## config.mk

```make
export PLATFORM = sky130hd
export DESIGN_NAME = ixr_unit
export DESIGN_NICKNAME = d
export VERILOG_FILES = /design/src/rtl/ixr_pkg.sv /design/src/rtl/oc_add.sv /design/src/rtl/ixr_next.sv /design/src/rtl/ixr_unit.sv
export SDC_FILE = /design/constraint.sdc
export NUM_CORES = 1
export LEC_CHECK = 0
export BUFFER_PORTS_ARGS = -buffer_cell sky130_fd_sc_hd__buf_2
export CORE_MARGIN = 1.5
export CORE_UTILIZATION = 62
export CTS_CLUSTER_SIZE = 16
export DETAILED_ROUTE_END_ITERATION = 8
export GPL_TIMING_DRIVEN = 0
export PLACE_DENSITY = 0.95
export SYNTH_ARGS = -nofsm -noshare
export SYNTH_HDL_FRONTEND = slang
export SYNTH_SLANG_ARGS = --single-unit
```

## constraint.sdc

```tcl
create_clock -name clk -period 8.9 [get_ports clk]
set_input_delay 0.445 -clock clk [delete_from_list [all_inputs] [get_ports clk]]
set_output_delay 0.445 -clock clk [all_outputs]
set_load 0.03 [all_outputs]
```

## src/rtl/ixr_pkg.sv

```systemverilog
// Package: shared operation codes for the index register unit.
// Assumes a 3-bit operation select; unlisted codes act as idle.
package ixr_pkg;
    typedef enum logic [2:0] {
        OP_IDLE  = 3'd0,
        OP_LOAD  = 3'd1,
        OP_AUG   = 3'd2,
        OP_STORE = 3'd3,
        OP_CALL  = 3'd4,
        OP_LOOP  = 3'd5
    } ixr_op_e;
endpackage

```

## src/rtl/oc_add.sv

```systemverilog
// Ones' complement adder: W-bit sum with end-around carry.
// Assumes both operands are W-bit ones' complement numbers.
module oc_add #(
    parameter int W = 14
) (
    input  logic [W-1:0] a,
    input  logic [W-1:0] b,
    output logic [W-1:0] s
);
    logic [W:0] raw;

    // Binary sum, then fold the carry back into bit 0.
    always_comb begin
        raw = {1'b0, a} + {1'b0, b};
        s   = raw[W-1:0] + {{(W-1){1'b0}}, raw[W]};
    end
endmodule

```

## src/rtl/ixr_next.sv

```systemverilog
// Next-state logic of the index register unit.
// Computes the register, write-back word, strobe and branch flag for one op.
// Assumes memory words carry their sign in the top bit and the field in the low AW bits.
module ixr_next #(
    parameter int AW = 13,
    parameter int WW = 18
) (
    input  logic [2:0]    op,
    input  logic [AW:0]   xr,
    input  logic [WW-1:0] mem_in,
    input  logic [AW-1:0] pc,
    output logic [AW:0]   xr_nxt,
    output logic [WW-1:0] mem_nxt,
    output logic          wr_nxt,
    output logic          br_nxt
);
    import ixr_pkg::*;

    localparam int XW = AW + 1;

    logic [XW-1:0] mem_num;
    logic [XW-1:0] aug_sum;
    logic [XW-1:0] step_in;
    logic [XW-1:0] step_sum;
    logic [XW-1:0] step_res;
    logic          xr_neg;
    logic          xr_zero;

    // Sign and field of the memory word form the 14-bit operand.
    assign mem_num = {mem_in[WW-1], mem_in[AW-1:0]};
    assign xr_neg  = xr[XW-1];
    assign xr_zero = (xr == '0) || (&xr);

    oc_add #(.W(XW)) u_aug (
        .a (xr),
        .b (mem_num),
        .s (aug_sum)
    );

    // Negative values add one; positive values use complement, add one, complement.
    assign step_in = xr_neg ? xr : ~xr;

    oc_add #(.W(XW)) u_step (
        .a (step_in),
        .b ({{(XW-1){1'b0}}, 1'b1}),
        .s (step_sum)
    );

    assign step_res = xr_neg ? step_sum : ~step_sum;

    // Select the outcome of the current operation.
    always_comb begin
        xr_nxt  = xr;
        mem_nxt = {mem_in[WW-1:AW], xr[AW-1:0]};
        wr_nxt  = 1'b0;
        br_nxt  = 1'b0;
        case (op)
            OP_LOAD:  xr_nxt = mem_num;
            OP_AUG:   xr_nxt = aug_sum;
            OP_STORE: wr_nxt = 1'b1;
            OP_CALL: begin
                xr_nxt = {xr[XW-1], pc + {{(AW-1){1'b0}}, 1'b1}};
                br_nxt = 1'b1;
            end
            OP_LOOP: begin
                if (!xr_zero) begin
                    xr_nxt = step_res;
                    br_nxt = 1'b1;
                end
            end
            default: ;
        endcase
    end
endmodule

```

## src/rtl/ixr_unit.sv

```systemverilog
// Top of the index register unit: holds the register and registered outputs,
// and forms the indexed effective address combinationally.
// Assumes one operation per clock and a synchronous active-low reset.
module ixr_unit #(
    parameter int AW = 13,
    parameter int WW = 18
) (
    input  logic          clk,
    input  logic          rst_n,
    input  logic [2:0]    op_sel,
    input  logic [WW-1:0] mem_in,
    input  logic [AW-1:0] pc_in,
    input  logic [AW-1:0] addr_in,
    output logic [AW:0]   xr_q,
    output logic [WW-1:0] mem_out,
    output logic          mem_wr,
    output logic          branch,
    output logic [AW-1:0] ea
);
    localparam int XW = AW + 1;

    logic [XW-1:0] xr_nxt;
    logic [WW-1:0] mem_nxt;
    logic          wr_nxt;
    logic          br_nxt;
    logic [XW-1:0] ea_full;

    ixr_next #(.AW(AW), .WW(WW)) u_next (
        .op      (op_sel),
        .xr      (xr_q),
        .mem_in  (mem_in),
        .pc      (pc_in),
        .xr_nxt  (xr_nxt),
        .mem_nxt (mem_nxt),
        .wr_nxt  (wr_nxt),
        .br_nxt  (br_nxt)
    );

    // Register the new state and the per-operation strobes.
    always_ff @(posedge clk) begin
        if (!rst_n) begin
            xr_q    <= '0;
            mem_out <= '0;
            mem_wr  <= 1'b0;
            branch  <= 1'b0;
        end else begin
            xr_q   <= xr_nxt;
            mem_wr <= wr_nxt;
            branch <= br_nxt;
            if (wr_nxt) mem_out <= mem_nxt;
        end
    end

    oc_add #(.W(XW)) u_ea (
        .a ({1'b0, addr_in}),
        .b (xr_q),
        .s (ea_full)
    );

    assign ea = ea_full[AW-1:0];
endmodule

```

==> results by group <==
GRT
  • Grt ovf: 0
  • First-pass GRT wire length: 26580 um
  • Number of antenna violations at the first check in global routing: 0
  • Via count of the first global-routing pass: 5394
  • Pin count of the biggest net entering global routing: 13
  • Total Routing Usage GR: 39.11%

STA
  • Final clock skew: 0.006570 ns
  • Worst Max-Slew Pin Slew: 0.7350 ns
  • Final Max Tran Viols: 0
  • Setup repair after global routing missed its margin: false
  • Setup tns final: 0 ns
  • Period utilization: 62.35%
  • Period minus WS final: 5.549 ns
  • Number of hold violations in the final report: 0
  • Final count of negative-setup-slack endpoints: 0
  • Fmax: 0.1802 GHz
  • Normalized max-slew margin: 50.31%
  • Hold WS: 0.3884 ns
  • Worst Setup Slack, final: 3.351 ns

Status
  • Status: completed

Yosys
  • Sequential-to-total area share from yosys stat: 13.96%
  • Number of synthesized register bits: 34
  • Total nets after synthesis: 780
  • Post-synth ARST share: 0%
  • Synth top area share: 13.96%
  • Post-synthesis instance area: 4877 um2
  • Number of warning messages in the yosys log: 0
  • Synthesized area per cell: 7.058 um2
  • Post-synthesis cell type with the largest combined area: dfxtp_1
  • Distinct cell type count of the synthesized netlist: 80
  • Commonest register cell after synthesis: dfxtp_1
  • Synth Instances: 691
  • Post-synth EDFFs: 0
  • Top cells by area in the synthesized netlist: dfxtp_1 14%, ha_1 9.7%, nand2_1 7.2%

Die
  • I/O pin total: 96
  • Floorplan die height: 91.69 um
  • Site row count: 32
  • Die ar.: 8407 um2
  • Core ar.: 7687 um2
  • Initial core utilization: 63.44%
  • Die X: 91.69 um

Hold path
  • Worst Hold Path Cells: 3
  • Worst min-delay path endpoint: mem_out[14]
  • Worst min-delay path startpoint: mem_in[14]
  • Path class of the lowest-slack min-delay path: input pin to flip-flop

Routing
  • Detailed-route via count: 5911
  • First drt pass iteration count: 6
  • Final routed wire length divided by cell count: 18.55 um
  • Via density per instance: 6.604
  • Remaining antenna violation count after routing: 0
  • Total length of routed wires: 16600 um
  • DRT iter0 DRCs: 531
  • Remaining routing DRC violations: 0

Clock network
  • CTS tree: built
  • Hold bufs inserted after CTS: 0
  • Number of levels in the clock H-tree: 2
  • Clk pin slew, worst setup/hold paths: 0.08 ns
  • Post-cts sizing count: 0
  • Inserted Clock Buffers: 5
  • Worst-case clock buffer depth: 2
  • Clock Tree Root: clkbuf_8
  • Total setup buffers inserted after CTS: 0
  • CTS Sinks: 34
  • Clk Latency, worst-skew pair: 0.30 ns

Critical path
  • Slack of the worst reg-to-reg path: 4.55 ns
  • Critical setup path kind: flip-flop to output pin
  • Peak per-stage delay on the critical path: 0.66 ns
  • CP startpoint kind: flip-flop
  • Required arrival time at the worst endpoint: 8.46 ns
  • Endpoint type of the worst setup path: output pin
  • Worst-path cell with the longest stage delay: dfxtp_1
  • End of the worst register-to-register path: xr_q[7]
  • Cell chain of the critical path: clkbuf_1 -> inv_1 -> fa_1 -> nor2b_1 -> o21ai_0 -> a21boi_0 -> o221a_2 -> o31ai_1 -> a21oi_1 -> a21oi_1 -> nor2_1 -> ha_1 -> ha_1 -> nand2_1 -> nor2b_1 -> nand4_1 -> xnor2_1 -> buf_2
  • Crit path arrival time: 5.10 ns
  • Largest driver fanout on the critical path: 11
  • Worst reg2reg path startpoint: xr_q[13]
  • Number of cells on the worst reg-to-reg path: 16

Cells and area
  • Area delta synth->final: 15.08%
  • Top library cells by usage in the layout, fill and taps aside: 101 x buf_2, 94 x nand2_1, 58 x nor2_1, 38 x ha_1, 37 x xnor2_1
  • Combined area of the multi-input logic cells: 3939 um2
  • Post-layout net count: 881
  • Layout filler cell count: 668
  • Most common library cell in the layout ignoring fill and taps: buf_2
  • Antenna diode count: 0
  • Sequential cell area: 680.7 um2
  • Non-filler cells, final: 895
  • Share of cells above drive strength 1: 17.15%

Placed design
  • Setup slack at placement: 3.776 ns
  • Number of buffer cells added on primary ports: 94
  • RD Place Congestion: 0.9725
  • Cells after DPL: 887
  • Detail Placement HPWL: 12830 um

Pwr
  • Total leakage power: 2.388 nW
  • Power density of the placed cells: 151.5 nW/um2
  • Power share of the combinational group: 57.5%
  • Sw frac: 46.79%
  • Share of total power in sequential cells: 21.4%
  • Maximum vdd drop: 102.8 uV
  • Proportion of power drawn by the clock network: 21.0%
  • Total power consumption of the routed design: 0.0008504 W
  • Switching component of the power: 0.0003979 W
  • Internal power: 0.0004524 W

Flow run
  • Number of max-cap violations: 0
critical path: cells and delay by family (launching register included):
kind,cells,cell delay (ns)
AO/OA/AOI/OAI,6,1.47
adder cells (fa/ha/maj),3,0.93
buffers and inverters,3,0.87
AND/OR/NAND/NOR,5,0.68
flip-flops,1,0.66
XOR/XNOR,1,0.19
cell families (layout without fill, tap and decap cells):
logic type                 count (synthesis)  after routing  synth area share, %
xor gates and xnor gates                  57             57                10.39
AOI/OAI and AO/OA                        190            190                27.55
adders and majority gates                 41             41                10.77
and+or+nand+nor                          293            293                29.71
muxes                                     11             11                2.335
buffers and inverters                     65            167                5.285
DFF                                       34             34                13.96
layer usage:
metal  vias to the layer above  GRT usage [%]  wire length (um)
met1                      2739          53.03              6813
li1                       2731              -                 -
met4                         0          14.87               638
met3                        69          5.721              1834
met5                         -              0                 0
met2                       372          62.69              7316
cell type report:
class | count | area share [%]
buffer | 45 | 3.255
clock buffer | 5 | 1.226
clock inverter | 3 | 1.226
inverter | 20 | 1.337
multi-input combinational | 592 | 70.17
sequential | 34 | 12.13
tap | 102 | 2.274
timing repair buffer | 94 | 8.382
how the worst max path moves through the flow:
stage / startpoint / end / slack (ns) / cells after the start
floorplan: xr_q[1] / ea[12] / 4.39 / 17
global placement: xr_q[1] / ea[12] / 4.08 / 18
detailed placement: xr_q[1] / ea[12] / 3.78 / 18
CTS: xr_q[1] / ea[12] / 3.45 / 18
global route: xr_q[1] / ea[12] / 3.05 / 18
finish: xr_q[1] / ea[12] / 3.35 / 18
state kept, by name (all words and copies together) (netlist names):
name     cells
mem_out     18
xr_q        14
branch       1
mem_wr       1
power by group through the flow:
stage               sequential (W)  combinational (W)  clock, W
CTS                       0.000180           0.000477  0.000179
detailed placement        0.000184           0.000473         0
finish                    0.000182           0.000489  0.000179
floorplan                 0.000192           0.000340         0
global route              0.000182           0.000528  0.000184
global placement          0.000183           0.000458         0
cells in the mapped netlist (all sizes together), types with 12 or more instances:
cell / instances
a21boi: 22
nand3: 33
nand2: 94
nor2: 58
a21oi: 35
nand4: 15
dfxtp: 34
o21ai: 35
xnor2: 38
ha: 38
or3: 12
clkbuf: 37
nor3: 17
a211oi: 12
inv: 20
xor2: 19
metrics by stage:
step / instance area, um2 / util (%)
after detailed placement: 5475 / 71.22
final: 5613 / 73.01
after CTS: 5613 / 73.01
after floorplan: 4877 / -
after global routing: 5613 / 73.01
after global placement: 5475 / 71.22
(Power assumes the default switching activity.)
